[src/rtl/dispctl_pkg.sv]
package dispctl_pkg;
    localparam int DATA_W   = 18;
    localparam int LO_W     = 16;
    localparam int HI_W     = DATA_W - LO_W;
    localparam int REG_W    = 16;
    localparam int ADDR_W   = 2;
    localparam int HOLD_BIT = 4;
    localparam int RUN_BIT  = 3;

    localparam logic [ADDR_W-1:0] A_CTRL = 2'd0;
    localparam logic [ADDR_W-1:0] A_HI   = 2'd1;
    localparam logic [ADDR_W-1:0] A_LO   = 2'd2;

    typedef struct packed {
        logic hold;
        logic run;
    } ctrl_t;

    typedef enum logic [1:0] {
        SRC_ZERO  = 2'd0,
        SRC_BLANK = 2'd1,
        SRC_PIX   = 2'd2
    } src_e;

    // Resolve a requested control word: lock keeps hold set, hold wins over run.
    function automatic ctrl_t resolve_ctrl(input logic req_hold, input logic req_run,
                                           input logic lock, input logic cur_hold);
        ctrl_t r;
        r.hold = req_hold | (lock & cur_hold);
        r.run  = req_run & ~r.hold;
        return r;
    endfunction
endpackage

[src/rtl/dispctl_regs.sv]
module dispctl_regs
    import dispctl_pkg::*;
(
    input  logic                 clk,
    input  logic                 rst,
    input  logic                 lock_i,
    input  logic                 wr_en_i,
    input  logic [ADDR_W-1:0]    addr_i,
    input  logic [REG_W-1:0]     wdata_i,
    output logic [REG_W-1:0]     rdata_o,
    output ctrl_t                ctrl_o,
    output logic [DATA_W-1:0]    blank_o
);
    ctrl_t            ctrl_q;
    logic [HI_W-1:0]  hi_q;
    logic [LO_W-1:0]  lo_q;

    always_ff @(posedge clk) begin
        if (rst) begin
            ctrl_q <= '{hold: 1'b1, run: 1'b0};
            hi_q   <= '0;
            lo_q   <= '0;
        end else if (wr_en_i) begin
            case (addr_i)
                A_CTRL: ctrl_q <= resolve_ctrl(wdata_i[HOLD_BIT], wdata_i[RUN_BIT],
                                               lock_i, ctrl_q.hold);
                A_HI:   hi_q   <= wdata_i[HI_W-1:0];
                A_LO:   lo_q   <= wdata_i[LO_W-1:0];
                default: ;
            endcase
        end
    end

    always_comb begin
        rdata_o = '0;
        case (addr_i)
            A_CTRL: begin
                rdata_o[HOLD_BIT] = ctrl_q.hold;
                rdata_o[RUN_BIT]  = ctrl_q.run;
            end
            A_HI:   rdata_o[HI_W-1:0] = hi_q;
            A_LO:   rdata_o[LO_W-1:0] = lo_q;
            default: rdata_o = '0;
        endcase
    end

    assign ctrl_o  = ctrl_q;
    assign blank_o = {hi_q, lo_q};

    assert_no_prohibited_R2: assert property (@(posedge clk) disable iff (rst)
        !(ctrl_q.hold && ctrl_q.run));

    assert_lock_keeps_hold_R3: assert property (@(posedge clk) disable iff (rst)
        (lock_i && ctrl_q.hold) |=> ctrl_q.hold);
endmodule

[src/rtl/dispctl_srcsel.sv]
module dispctl_srcsel
    import dispctl_pkg::*;
(
    input  logic  clk,
    input  logic  rst,
    input  ctrl_t ctrl_i,
    input  logic  frame_start_i,
    output src_e  src_o
);
    logic pix_q;

    always_ff @(posedge clk) begin
        if (rst || ctrl_i.hold)
            pix_q <= 1'b0;
        else if (frame_start_i)
            pix_q <= ctrl_i.run;
    end

    always_comb begin
        if (ctrl_i.hold)  src_o = SRC_ZERO;
        else if (pix_q)   src_o = SRC_PIX;
        else              src_o = SRC_BLANK;
    end

    assert_commit_on_frame_R5: assert property (@(posedge clk) disable iff (rst)
        (!frame_start_i && !ctrl_i.hold) |=> $stable(pix_q));

    assert_hold_drops_pix_R10: assert property (@(posedge clk) disable iff (rst)
        ctrl_i.hold |=> !pix_q);
endmodule

[src/rtl/dispctl_outpath.sv]
module dispctl_outpath
    import dispctl_pkg::*;
(
    input  logic              clk,
    input  logic              rst,
    input  ctrl_t             ctrl_i,
    input  src_e              src_i,
    input  logic [DATA_W-1:0] blank_i,
    input  logic [DATA_W-1:0] pix_i,
    input  logic              draw_req_i,
    input  logic              vblank_i,
    input  logic              mem_req_i,
    output logic              draw_start_o,
    output logic              vblank_o,
    output logic              mem_wait_o,
    output logic [DATA_W-1:0] disp_o
);
    always_comb begin
        case (src_i)
            SRC_PIX:   disp_o = pix_i;
            SRC_BLANK: disp_o = blank_i;
            default:   disp_o = '0;
        endcase
    end

    assign draw_start_o = draw_req_i & ~ctrl_i.hold;
    assign vblank_o     = vblank_i & ~ctrl_i.hold;
    assign mem_wait_o   = mem_req_i & ctrl_i.hold;

    assert_zero_out_in_hold_R7: assert property (@(posedge clk) disable iff (rst)
        ctrl_i.hold |-> (disp_o == '0 && !vblank_o));

    assert_no_draw_in_hold_R6: assert property (@(posedge clk) disable iff (rst)
        ctrl_i.hold |-> !draw_start_o);

    assert_wait_in_hold_R8: assert property (@(posedge clk) disable iff (rst)
        (ctrl_i.hold && mem_req_i) |-> mem_wait_o);
endmodule

[src/rtl/dispctl_top.sv]
module dispctl_top
    import dispctl_pkg::*;
(
    input  logic                 clk,
    input  logic                 rst,
    input  logic                 lock_i,
    input  logic                 wr_en_i,
    input  logic [ADDR_W-1:0]    addr_i,
    input  logic [REG_W-1:0]     wdata_i,
    output logic [REG_W-1:0]     rdata_o,
    input  logic                 frame_start_i,
    input  logic [DATA_W-1:0]    pix_data_i,
    input  logic                 draw_req_i,
    output logic                 draw_start_o,
    input  logic                 vblank_i,
    output logic                 vblank_o,
    input  logic                 mem_req_i,
    output logic                 mem_wait_o,
    output logic [DATA_W-1:0]    disp_data_o
);
    ctrl_t             ctrl;
    logic [DATA_W-1:0] blank;
    src_e              src;

    dispctl_regs u_regs (
        .clk(clk), .rst(rst), .lock_i(lock_i), .wr_en_i(wr_en_i),
        .addr_i(addr_i), .wdata_i(wdata_i), .rdata_o(rdata_o),
        .ctrl_o(ctrl), .blank_o(blank)
    );

    dispctl_srcsel u_src (
        .clk(clk), .rst(rst), .ctrl_i(ctrl),
        .frame_start_i(frame_start_i), .src_o(src)
    );

    dispctl_outpath u_out (
        .clk(clk), .rst(rst), .ctrl_i(ctrl), .src_i(src),
        .blank_i(blank), .pix_i(pix_data_i), .draw_req_i(draw_req_i),
        .vblank_i(vblank_i), .mem_req_i(mem_req_i),
        .draw_start_o(draw_start_o), .vblank_o(vblank_o),
        .mem_wait_o(mem_wait_o), .disp_o(disp_data_o)
    );
endmodule

[config.mk]
export PLATFORM = sky130hd
export DESIGN_NAME = dispctl_top
export DESIGN_NICKNAME = d
export VERILOG_FILES = /design/src/rtl/dispctl_pkg.sv /design/src/rtl/dispctl_regs.sv /design/src/rtl/dispctl_srcsel.sv /design/src/rtl/dispctl_outpath.sv /design/src/rtl/dispctl_top.sv
export SDC_FILE = /design/constraint.sdc
export NUM_CORES = 1
export LEC_CHECK = 0
export ABC_AREA = 1
export BUFFER_PORTS_ARGS = -buffer_cell sky130_fd_sc_hd__buf_2
export CELL_PAD_IN_SITES_DETAIL_PLACEMENT = 1
export CELL_PAD_IN_SITES_GLOBAL_PLACEMENT = 1
export CORE_UTILIZATION = 28
export DETAILED_ROUTE_END_ITERATION = 10
export GPL_TIMING_DRIVEN = 0
export PLACE_DENSITY_LB_ADDON = 0.08
export SLEW_MARGIN = 20
export SYNTH_ARGS = -nofsm -noshare
export SYNTH_HDL_FRONTEND = slang
export SYNTH_HIERARCHICAL = 1
export SYNTH_SLANG_ARGS = --single-unit
[constraint.sdc]
create_clock -name clk -period 2 [get_ports clk]
set_input_delay 0.3 -clock clk [delete_from_list [all_inputs] [get_ports clk]]
set_output_delay 0.3 -clock clk [all_outputs]
set_load 0.01 [all_outputs]
==> summary.txt <==
Route
  – DRT Pass-1 Iters: 4
  – Via count: 1578
  – DR WL/cell: 11.3 um
  – DRT iter0 DRCs: 39
  – Drt via density: 4.28
  – Total Wirelength: 4160 um
  – DRC viols: 0
  – Detail Route Antenna Nets: 0

Clock tree
  – Clk buf depth: 2
  – Hold buffer count at cts: 0
  – H-tree Lvls: 1
  – Clock Latency Late Sink: 0.26 ns
  – Num CTS Buffers: 3
  – CTS tree: built
  – CTS root buf: clkbuf_8
  – Reg clk slew, reported paths: 0.08 ns
  – Clk sinks: 21

STA
  – Worst Max-Slew Pin Slew: 0.201 ns
  – Minimum clock period: 1.92 ns
  – Final Hold Viols: 0
  – RSZ-0062 raised after global routing: no
  – Final count of pins violating max slew: 0
  – Worst clock skew: 0.000134 ns
  – Final period utilization: 95.8%
  – Worst Slack Setup Final: 0.0845 ns
  – Final setup viols: 0
  – Final setup TNS: 0 ns
  – Max Fclk: 522 MHz
  – Rel. slew slack: 86.6%

GRT
  – Total track usage: 16.4%
  – Vias in the first global route: 1470
  – Largest net degree at the start of global routing: 12
  – Initial antenna violation count: 0
  – Global-route wire length before repair: 6760 um
  – GR Overflow Total: 0

Power and ir drop
  – Max VDD drop: 189 uV
  – Leak pwr: 1.03 nW
  – Pwr Total: 917 uW
  – PD cells: 466 mW/mm2

Yosys
  – Syn Nets: 266
  – Yosys warns: 6
  – Post-synthesis sequential area ratio: 29.8%
  – Synth Area per Inst: 6.50 um2
  – Cells after synthesis: 217
  – Library cells used by synthesis: 20
  – Seq cells post-synth: 21
  – Mapped Area: 0.00141 mm2

Critical path
  – Slowest-stage cell, CP: dfxtp_2
  – Worst setup EP type: output pin
  – Crit path cell chain: nor2_2 -> inv_1 -> ha_1 -> buf_6 -> buf_8 -> a21oi_2 -> buf_2
  – Buf/Inv on CP: 4
  – WS Path Type: flip-flop to output pin
  – Critical path fanouts, max: 10
  – Worst EP required: 1.70 ns
  – Max incr delay on CP: 0.34 ns
  – Crit path max-delay family: buffers and inverters
  – Startpoint Class: flip-flop
  – CP arrival: 1.62 ns

Floorplan
  – Floorplan core area: 0.00479 mm2
  – Die Area: 0.00533 mm2
  – Top Ports: 81
  – Die width: 73.0 um
  – Effective utilization at floorplan: 29.5%
  – Row cnt: 25
  – Die Y-Extent: 73.0 um

Finish
  – Layout Utilization: 41.1%
  – Share of cells above drive strength 1: 40.4%
  – # diodes: 0
  – Area growth syn-to-layout: 39.4%
  – Final Cell Area: 0.00197 mm2
  – Layout net count: 352

Place
  – Cell Area, Placed: 0.00190 mm2
  – Dpl hpwl: 3260 um
  – Routability congestion estimate: 0.705
  – IO buf count: 80
  – Pre-CTS WS: 0.134 ns

Outcome
  – Run status: completed

Job
  – Max cap viols: 0

Worst hold path
  – Hold Crit Class: primary input to flip-flop
## state kept, by name, indices dropped and copies added, names as in the netlist
signal,count
u_src/pix_q,1
u_regs/ctrl_o,2
u_regs/hi_q,2
u_regs/lo_q,16
## tightest hold or removal path: stages
cell and delay (ns):
buf_2 0.10, a21oi_1 0.04, o21ai_0 0.06
## repair_timing
action	CTS	global route
endpoints found under the setup margin	11	11
gates resized for setup	4	3
cloned	0	0
pin swaps	0	0
setup buffers	1	0
## routing by layer
metal  vias up  track usage (%)  wire length [um]
li1        838                -                 -
met1       695             21.3              1960
met2        43             28.7              2010
met3         2             1.93               175
met4         0             3.92                19
met5         -                0                 0
## final cells by class
cell class	instances	area (um2)
plain buffers	11	125
flip-flops and latches	21	425
repair buffers	81	408
well taps	67	83.8
fillers	670	2820
multi-input cells	157	769
inverters	28	110
clock buffers	4	45.0
## metrics by stage
stage               std cells  hold slack, ns
finish                    369           0.273
global route              369           0.285
CTS                       369           0.269
detailed placement        364           0.501
global placement          364           0.487
floorplan                 217           0.400
## final timing paths
kind / slack [ns] / depth (start not counted) / to / start
setup / recovery: 0.08 / 7 / disp_data_o[7] / u_src/pix_q
setup reg to reg: 1.15 / 4 / u_regs/ctrl_o[0] / u_regs/ctrl_o[1]
hold reg to reg: 0.51 / 2 / u_regs/lo_q[13] / u_regs/lo_q[13]
hold / removal: 0.27 / 3 / u_regs/ctrl_o[1] / rst
## kinds of logic after synthesis
| logic type | synth area share, % |
|---|---|
| simple gates | 31.5 |
| flops | 29.8 |
| fa+ha+maj | 4.43 |
| compound gates | 18.4 |
| buf+inv | 15.9 |
## cells in the final DEF, fill, tap and decap left out, types with 3 or more instances in the layout
cell	n
clkbuf_8	3
nor2_1	42
ha_1	5
dfxtp_1	19
buf_2	82
nand2_2	9
buf_4	3
nand2_1	53
a21oi_2	11
o21ai_1	10
a21oi_1	12
o21ai_0	9
buf_6	4
inv_1	26
## power breakdown
group | leakage (nW) | total, mW | switching (mW) | internal (mW)
Combinational | 0.835 | 0.183 | 0.101 | 0.0828
Sequential | 0.172 | 0.454 | 0.0157 | 0.438
Clock | 0.0228 | 0.280 | 0.138 | 0.142
## Yosys cell counts
cell type	instances	area, um2
a21oi_2	11	96.3
buf_12	2	40.0
nand2_2	9	56.3
nand2_1	53	199
inv_1	26	97.6
nor2_1	43	161
nand3_1	2	10.0
o21ai_1	10	50.1
buf_2	2	10.0
ha_1	5	62.6
o21ai_0	9	45.0
inv_2	1	3.75
a22o_1	1	8.76
inv_6	1	8.76
dfxtp_1	21	420
nor2_2	1	6.26
buf_4	4	30.0
buf_6	3	33.8
a21oi_1	12	60.1
nand2_4	1	11.3
Note: power is estimated with default switching activity, not from simulation.
